<file path="src/rtl/vfg_pkg.sv">
package vfg_pkg;

    // Order of the four horizontal segments in a line
    localparam logic [1:0] HS_FRONT  = 2'd0;
    localparam logic [1:0] HS_PULSE  = 2'd1;
    localparam logic [1:0] HS_BACK   = 2'd2;
    localparam logic [1:0] HS_ACTIVE = 2'd3;

    // Order of the four vertical segments in a frame
    localparam logic [1:0] VS_BACK   = 2'd0;
    localparam logic [1:0] VS_ACTIVE = 2'd1;
    localparam logic [1:0] VS_FRONT  = 2'd2;
    localparam logic [1:0] VS_PULSE  = 2'd3;

    typedef enum logic [1:0] {
        PH_IDLE  = 2'd0,
        PH_LINES = 2'd1,
        PH_TAIL  = 2'd2
    } phase_e;

    // Bit 7 down to bit 0, as decoded by the playback side
    typedef struct packed {
        logic       vsync_n;
        logic       hsync_n;
        logic [1:0] red;
        logic [1:0] green;
        logic [1:0] blue;
    } frame_byte_t;

endpackage

</file>
<file path="src/rtl/vfg_seg_counter.sv">
module vfg_seg_counter #(
    parameter int unsigned LEN0 = 1,
    parameter int unsigned LEN1 = 1,
    parameter int unsigned LEN2 = 1,
    parameter int unsigned LEN3 = 1,
    localparam int unsigned M01  = (LEN0 > LEN1) ? LEN0 : LEN1,
    localparam int unsigned M23  = (LEN2 > LEN3) ? LEN2 : LEN3,
    localparam int unsigned MAXL = (M01 > M23) ? M01 : M23,
    localparam int unsigned CW   = $clog2(MAXL + 1)
) (
    input  logic       clk,
    input  logic       rst_n,
    input  logic       clear,
    input  logic       adv,
    output logic [1:0] seg,
    output logic       wrap
);

    typedef struct packed {
        logic [1:0]    seg;
        logic [CW-1:0] cnt;
    } seg_state_t;

    seg_state_t    st_d, st_q;
    logic [CW-1:0] seg_len;
    logic          at_end;

    always_comb begin
        unique case (st_q.seg)
            2'd0:    seg_len = CW'(LEN0);
            2'd1:    seg_len = CW'(LEN1);
            2'd2:    seg_len = CW'(LEN2);
            default: seg_len = CW'(LEN3);
        endcase
        at_end = (st_q.cnt == seg_len - CW'(1));
    end

    always_comb begin
        st_d = st_q;
        if (clear) begin
            st_d = '0;
        end else if (adv) begin
            if (at_end) begin
                st_d.cnt = '0;
                st_d.seg = st_q.seg + 2'd1;
            end else begin
                st_d.cnt = st_q.cnt + CW'(1);
            end
        end
    end

    always_ff @(posedge clk or negedge rst_n) begin
        if (!rst_n) st_q <= '0;
        else        st_q <= st_d;
    end

    assign seg  = st_q.seg;
    assign wrap = adv && at_end && (st_q.seg == 2'd3);

    // position never leaves the current segment's length
    p_seg_bound_r2: assert property (@(posedge clk) disable iff (!rst_n)
        st_q.cnt < seg_len);

endmodule

</file>
<file path="src/rtl/vfg_byte_pack.sv">
module vfg_byte_pack
    import vfg_pkg::*;
(
    input  logic       tail,
    input  logic [1:0] hseg,
    input  logic [1:0] vseg,
    input  logic [5:0] rgb,
    output logic       pixel_slot,
    output logic [7:0] data
);

    frame_byte_t fb;

    always_comb begin
        pixel_slot = !tail && (hseg == HS_ACTIVE) && (vseg == VS_ACTIVE);
        fb         = '0;
        fb.vsync_n = tail || (vseg != VS_PULSE);
        fb.hsync_n = tail || (hseg != HS_PULSE);
        if (pixel_slot) begin
            fb.red   = rgb[5:4];
            fb.green = rgb[3:2];
            fb.blue  = rgb[1:0];
        end
        data = fb;
    end

endmodule

</file>
<file path="src/rtl/vga_frame_stream.sv">
module vga_frame_stream
    import vfg_pkg::*;
#(
    parameter int unsigned H_FRONT    = 16,
    parameter int unsigned H_PULSE    = 96,
    parameter int unsigned H_BACK     = 48,
    parameter int unsigned H_ACTIVE   = 640,
    parameter int unsigned V_BACK     = 33,
    parameter int unsigned V_ACTIVE   = 480,
    parameter int unsigned V_FRONT    = 10,
    parameter int unsigned V_PULSE    = 2,
    parameter int unsigned TAIL_BYTES = 2,
    localparam int unsigned H_TOTAL = H_FRONT + H_PULSE + H_BACK + H_ACTIVE,
    localparam int unsigned V_TOTAL = V_BACK + V_ACTIVE + V_FRONT + V_PULSE,
    localparam int unsigned TOTAL   = H_TOTAL * V_TOTAL + TAIL_BYTES,
    localparam int unsigned ADDR_W  = $clog2(TOTAL + 1),
    localparam int unsigned TW      = (TAIL_BYTES > 1) ? $clog2(TAIL_BYTES) : 1
) (
    input  logic              clk,
    input  logic              rst_n,
    input  logic              start,
    input  logic              pix_valid,
    input  logic [5:0]        pix_rgb,
    output logic              pix_ready,
    output logic              wr_en,
    output logic [ADDR_W-1:0] wr_addr,
    output logic [7:0]        wr_data,
    output logic              busy,
    output logic              done
);

    typedef struct packed {
        phase_e            phase;
        logic [ADDR_W-1:0] addr;
        logic [TW-1:0]     tail_cnt;
        logic              done;
    } top_state_t;

    top_state_t st_d, st_q;

    logic       in_lines, in_tail, pixel_slot, fire;
    logic       clear, h_adv, v_adv, h_wrap, v_wrap;
    logic [1:0] hseg, vseg;

    assign in_lines = (st_q.phase == PH_LINES);
    assign in_tail  = (st_q.phase == PH_TAIL);
    assign clear    = (st_q.phase == PH_IDLE) && start;
    assign fire     = in_tail || (in_lines && (!pixel_slot || pix_valid));
    assign h_adv    = in_lines && fire;
    assign v_adv    = h_adv && h_wrap;

    vfg_seg_counter #(
        .LEN0(H_FRONT), .LEN1(H_PULSE), .LEN2(H_BACK), .LEN3(H_ACTIVE)
    ) i_hcnt (
        .clk(clk), .rst_n(rst_n), .clear(clear), .adv(h_adv),
        .seg(hseg), .wrap(h_wrap)
    );

    vfg_seg_counter #(
        .LEN0(V_BACK), .LEN1(V_ACTIVE), .LEN2(V_FRONT), .LEN3(V_PULSE)
    ) i_vcnt (
        .clk(clk), .rst_n(rst_n), .clear(clear), .adv(v_adv),
        .seg(vseg), .wrap(v_wrap)
    );

    vfg_byte_pack i_pack (
        .tail(in_tail), .hseg(hseg), .vseg(vseg), .rgb(pix_rgb),
        .pixel_slot(pixel_slot), .data(wr_data)
    );

    always_comb begin
        st_d      = st_q;
        st_d.done = 1'b0;
        unique case (st_q.phase)
            PH_IDLE: begin
                if (start) begin
                    st_d.phase = PH_LINES;
                    st_d.addr  = '0;
                end
            end
            PH_LINES: begin
                if (fire) st_d.addr = st_q.addr + ADDR_W'(1);
                if (v_wrap) begin
                    st_d.tail_cnt = '0;
                    if (TAIL_BYTES == 0) begin
                        st_d.phase = PH_IDLE;
                        st_d.done  = 1'b1;
                    end else begin
                        st_d.phase = PH_TAIL;
                    end
                end
            end
            PH_TAIL: begin
                st_d.addr = st_q.addr + ADDR_W'(1);
                if (int'(st_q.tail_cnt) == int'(TAIL_BYTES) - 1) begin
                    st_d.phase = PH_IDLE;
                    st_d.done  = 1'b1;
                end else begin
                    st_d.tail_cnt = st_q.tail_cnt + TW'(1);
                end
            end
            default: st_d.phase = PH_IDLE;
        endcase
    end

    always_ff @(posedge clk or negedge rst_n) begin
        if (!rst_n) begin
            st_q       <= '0;
            st_q.phase <= PH_IDLE;
        end else begin
            st_q <= st_d;
        end
    end

    assign pix_ready = in_lines && pixel_slot;
    assign wr_en     = fire;
    assign wr_addr   = st_q.addr;
    assign busy      = (st_q.phase != PH_IDLE);
    assign done      = st_q.done;

    // consecutive writes land on consecutive addresses
    p_addr_step_r9: assert property (@(posedge clk) disable iff (!rst_n)
        wr_en |=> (wr_addr == $past(wr_addr) + ADDR_W'(1)));

    // a missing colour stalls the stream
    p_stall_r8: assert property (@(posedge clk) disable iff (!rst_n)
        (pix_ready && !pix_valid) |-> !wr_en);

    // horizontal sync bytes carry no colour
    p_sync_dark_r3: assert property (@(posedge clk) disable iff (!rst_n)
        (wr_en && !wr_data[6]) |-> (wr_data[5:0] == 6'd0));

    // no colour request during vertical sync
    p_vsync_noreq_r4: assert property (@(posedge clk) disable iff (!rst_n)
        (wr_en && !wr_data[7]) |-> !pix_ready);

    // done is a single-cycle pulse, seen when idle right after a write
    p_done_pulse_r10: assert property (@(posedge clk) disable iff (!rst_n)
        done |=> !done);
    p_done_idle_r10: assert property (@(posedge clk) disable iff (!rst_n)
        done |-> (!busy && $past(wr_en)));

    // idle block neither writes nor requests
    p_idle_quiet_r12: assert property (@(posedge clk) disable iff (!rst_n)
        !busy |-> (!wr_en && !pix_ready));

endmodule

</file>
<file path="config.mk">
export PLATFORM = sky130hd
export DESIGN_NAME = vga_frame_stream
export DESIGN_NICKNAME = d
export VERILOG_FILES = /design/src/rtl/vfg_pkg.sv /design/src/rtl/vfg_seg_counter.sv /design/src/rtl/vfg_byte_pack.sv /design/src/rtl/vga_frame_stream.sv
export SDC_FILE = /design/constraint.sdc
export NUM_CORES = 1
export LEC_CHECK = 0
export BUFFER_PORTS_ARGS = -buffer_cell sky130_fd_sc_hd__buf_4
export CAP_MARGIN = 20
export CORE_MARGIN = 2
export CORE_UTILIZATION = 40
export CTS_CLUSTER_DIAMETER = 100
export CTS_CLUSTER_SIZE = 16
export DETAILED_ROUTE_END_ITERATION = 8
export GPL_ROUTABILITY_DRIVEN = 1
export PLACE_DENSITY = 0.56
export SLEW_MARGIN = 20
export SYNTH_ARGS = -nofsm -noshare
export SYNTH_HDL_FRONTEND = slang
export SYNTH_HIERARCHICAL = 1
export SYNTH_SLANG_ARGS = --single-unit
</file>
<file path="constraint.sdc">
create_clock -name clk -period 4.47 [get_ports clk]
set_clock_uncertainty 0.05 [all_clocks]
set_input_delay 1.341 -clock clk [delete_from_list [all_inputs] [get_ports clk]]
set_output_delay 1.341 -clock clk [all_outputs]
set_load 0.005 [all_outputs]
</file>
==> results <==
- The power per cell area is 301.3 mW/mm2.
- The number of cells on the worst reg-to-reg path is 14.
- Data arrives at the worst endpoint at approximately 3.7 ns.
- The quantity of hold-fixing buffers added after cts is 0.
- The final total negative setup slack is 0 ns.
- The number of iterations in the first detailed-routing pass is 4.
- The critical path endpoint category is a flip-flop.
- Post-CTS repair changed the size of 0 cells.
- Of all flip-flops after synthesis, the portion carrying an async set or reset was 1.000.
- After synthesis, the mean cell area works out to a little over 9 um2.
- The final-report setup violation count is 0.
- 0 antenna diodes ended up in the layout.
- During I/O placement, the number of pins put on the boundary was a little over 40.
- The TritonCTS clock tree is yes.
- Yosys printed 6 warnings.
- The number of antenna violations at the first check in global routing is 0.
- The number of global-route vias before repair is 2446.
- The total detailed-routing wirelength is around 6600 um.
- Once layout is complete, the cells apart from fillers number roughly 470.
- Setup repair after global routing left no endpoint under its margin.
- The clock share of power is 0.251.
- The chip width is roughly 94 um.
- The overflow left after global routing is 0.
- After legalization and detailed placement, the total HPWL measured around 4700 um.
- The combined area of all synthesized cells is approximately 0.0032 mm2.
- The worst setup path category is reg2reg.
- The top cell type's share of synthesized area is 0.3558.
- The total count of max-transition violations in the final report came to 0.
- In the final layout, the share of cells above drive strength 1 is 0.1708.
- The clock period could shrink to 3.590 ns.
- TritonCTS created 5 clock buffers.
- The cell at the root of the clock tree is sky130_fd_sc_hd__clkbuf_8.
- By area the synthesized netlist is led by sky130_fd_sc_hd__dfrtp_1 (36%), sky130_fd_sc_hd__ha_1 (7.7%), sky130_fd_sc_hd__buf_4 (5.3%), sky130_fd_sc_hd__xnor2_1 (3.2%), sky130_fd_sc_hd__o21ai_0 (2.9%).
- The worst min-delay path endpoint is wr_addr[7]$_DFFE_PN0P_.
- The normalized max-slew margin is 0.5640.
- Across all register-to-register paths, the minimum setup slack is 0.88 ns.
- The total nets after synthesis is around 380.
- The clock latency on the worst-skew pair is approximately 0.30 ns.
- Synthesis produced a netlist whose cell count is between 300 and 400.
- The floorplan die area is 0.008825 mm2.
- The cell taking the most area after synthesis is sky130_fd_sc_hd__dfrtp_1.
- The overall track demand over capacity in global routing is 0.1637.
- The min-delay analysis places its worst path in the category reg2reg.
- The predominant post-synthesis flop cell is sky130_fd_sc_hd__dfrtp_1.
- The cell internal power dissipation is slightly below 0.7 mW.
- The share of total power in sequential cells is 0.447.
- The leakage power of the design is approximately 1.5 nW.
- The endpoint identified for the worst register-to-register timing path is i_vcnt/st_q[7]$_DFFE_PN0P_.
- Counting tap cells, the placed design contains a total of ~460 instances.
- The sequential-to-total area share from yosys stat is 0.3558.
- Of the available clock period, the critical path in the final layout requires 0.8031.
- For this run, the slowest stage of the critical path takes about 0.52 ns.
- Of the total power, the share spent switching nets is 0.3449.
- The maximum count of clock buffers along a single path is 2.
- The number of flops mapped to enable cells by yosys is 0.
- Measured along the y axis, the die boundary spans between 90 and 100 um.
- In this run the remaining antenna-violating nets after routing total 0.
- The tree built by TritonCTS fans out to 46 sinks.
- The remaining routing DRC violations is 0.
- The number of failing hold endpoints at the final stage was 0.
- The initial utilization of the core area, before any placement, comes to 0.4166.
- The dominant cell by count in the synthesized netlist is sky130_fd_sc_hd__dfrtp_1.
- The number of distinct library cells after synthesis is 56.
- The weighted congestion at the end of routability-driven global placement is 0.7979.
- The area growth from synthesis to layout is 8.817%.
- The average via count per standard cell is between 5 and 6.
- Of all nets on the critical path, the largest fanout is 16.
- The core region is 0.007767 mm2.
- The cell depth of the worst min-delay path is 1.
- The largest individual stage delay along the critical path comes from the cell sky130_fd_sc_hd__ha_1.
- The startpoint type of the worst setup path is a flip-flop.
- Across the VDD grid, the largest voltage drop is approximately 130 uV.
- After floorplanning, the core was divided into 32 placement rows.
- At the worst endpoint, the required time is ~4.6 ns.
- The run finished with clean final reports.
- The net count of the finished layout is roughly 390.
- After the first detailed-routing iteration, the DRC count stood at approximately 50.
- Entering global routing, the biggest net connects 47 pins.
- Traced cell by cell, the critical path runs through inv_1 -> ha_1 -> nor2_1 -> nand2b_1 -> a21o_1 -> and2_1 -> inv_1 -> a2111oi_4 -> and2_1 -> and3_1 -> o2111ai_1 -> nor3_1 -> xnor2_1 -> nor3_2.
- The net load switching power is 0.3659 mW.
- The upper clock frequency limit is 278.6 MHz.
- The clock tree synthesis step divided the H-tree into 2 levels.
- The routed wirelength normalized by instance count is 14.14 um.
- The wire length of the first global-routing pass is around 12000 um.
- Clock-pin slew was measured on the worst setup and hold paths at 0.08 ns.
- The number of setup buffers added after CTS is 0.
- The part of the power in combinational logic is 0.302.
- OpenSTA, run right after detailed placement, puts the worst setup slack at approximately 0.7 ns.
- The reg-to-reg startpoint is st_q[21]$_DFFE_PN0P_.
- The worst path meets setup with 0.8801 ns of slack.
- Sorting the synthesized cells by how often they occur yields sky130_fd_sc_hd__dfrtp_1 (46), sky130_fd_sc_hd__nand2_1 (25), sky130_fd_sc_hd__buf_4 (23).
- Synthesis inferred 46 register bits.
- The startpoint identified for the worst hold timing path is wr_addr[7]$_DFFE_PN0P_.
- The total via count in the routed design is around 2500.
- The transition at the pin with the smallest max-transition slack is 0.6540 ns.
- Input and output buffers added on the ports amount to 40.
- Max-cap violations in this run came to 0.
## routing by layer
metal / wire length [um] / vias to the layer above / global-route usage
li1: - / 1262 / -
met1: 3331 / 1183 / 0.2234
met2: 2929 / 45 / 0.2696
met3: 253 / 6 / 0.03050
met4: 63 / 0 / 0.03623
met5: 0 / - / 0
## registers in the layout (all words and copies together), names as in the netlist
| signal | cells |
|---|---|
| wr_addr | 19 |
| i_hcnt/st_q | 10 |
| i_vcnt/st_q | 9 |
| st_q | 3 |
| i_hcnt/seg | 2 |
| i_vcnt/seg | 2 |
| done | 1 |
## power groups by stage
| stage | logic, mW | clock network [mW] | registers, mW |
|---|---|---|---|
| after floorplan | 0.241 | 0 | 0.474 |
| after global placement | 0.324 | 0 | 0.482 |
| after detailed placement | 0.328 | 0 | 0.482 |
| after CTS | 0.328 | 0.282 | 0.474 |
| after global routing | 0.371 | 0.297 | 0.481 |
| final | 0.320 | 0.267 | 0.474 |
## how the worst max path moves through the flow
stage                         start                    endpoint  slack, ns  cells past startpoint
6_report       st_q[21]$_DFFE_PN0P_  i_vcnt/st_q[7]$_DFFE_PN0P_       0.88                     14
5_1_grt        st_q[21]$_DFFE_PN0P_  i_vcnt/st_q[7]$_DFFE_PN0P_       0.43                     14
4_1_cts        st_q[21]$_DFFE_PN0P_  i_vcnt/st_q[7]$_DFFE_PN0P_       0.87                     14
3_5_place_dp              pix_valid  i_vcnt/st_q[7]$_DFFE_PN0P_       0.70                     12
3_3_place_gp              pix_valid  i_vcnt/st_q[7]$_DFFE_PN0P_       0.76                     12
2_1_floorplan             pix_valid  i_vcnt/st_q[7]$_DFFE_PN0P_       0.74                     13
## layout make-up
class | instances | area [um2]
Tap cell | 102 | 127.6
Inverter | 21 | 78.83
Timing Repair Buffer | 42 | 315.3
Fill cell | 788 | 4247
Multi-Input combinational cell | 246 | 1757
Clock inverter | 1 | 5.005
Clock buffer | 7 | 86.33
Sequential cell | 46 | 1151
## worst max-delay path, delay by kind of cell, from the launching register on
| family | cells | cell delay, ns |
|---|---|---|
| DFF | 1 | 0.41 |
| adders and majority gates | 1 | 0.52 |
| xor gates and xnor gates | 1 | 0.16 |
| buffers and inverters | 2 | 0.24 |
| and+or+nand+nor | 7 | 1.40 |
| AOI/OAI and AO/OA | 3 | 0.70 |
## per-stage QoR
step	instance area (um2)	power, mW	utilization	hold WS, ns
after floorplan	3236	0.7146	-	0.4123
after global placement	3430	0.8064	0.4415	0.4453
after detailed placement	3430	0.8094	0.4415	0.4527
after CTS	3521	1.085	0.4533	0.4676
after global routing	3521	1.148	0.4533	0.5162
final	3521	1.061	0.4533	0.4624
## kinds of logic (layout without fill, tap and decap cells)
| logic type | Yosys count | in the layout | share of synthesized area |
|---|---|---|---|
| fa+ha+maj | 20 | 20 | 0.07734 |
| xor+xnor | 21 | 21 | 0.05685 |
| simple gates | 132 | 132 | 0.2483 |
| compound gates | 69 | 69 | 0.1473 |
| flops | 46 | 46 | 0.3558 |
| mux | 4 | 4 | 0.01315 |
| buf+inv | 60 | 71 | 0.1013 |
## placed cells by master (no fill, tap or decap), types with 12 or more instances in the layout
| master | instances |
|---|---|
| sky130_fd_sc_hd__a21oi_1 | 15 |
| sky130_fd_sc_hd__nand2_1 | 25 |
| sky130_fd_sc_hd__dfrtp_1 | 46 |
| sky130_fd_sc_hd__buf_4 | 42 |
| sky130_fd_sc_hd__ha_1 | 20 |
| sky130_fd_sc_hd__inv_1 | 21 |
| sky130_fd_sc_hd__nand4_1 | 12 |
| sky130_fd_sc_hd__o21ai_0 | 19 |
| sky130_fd_sc_hd__nor3_1 | 14 |
| sky130_fd_sc_hd__xnor2_1 | 12 |
No activity file was read; power rests on OpenSTA's default activity.
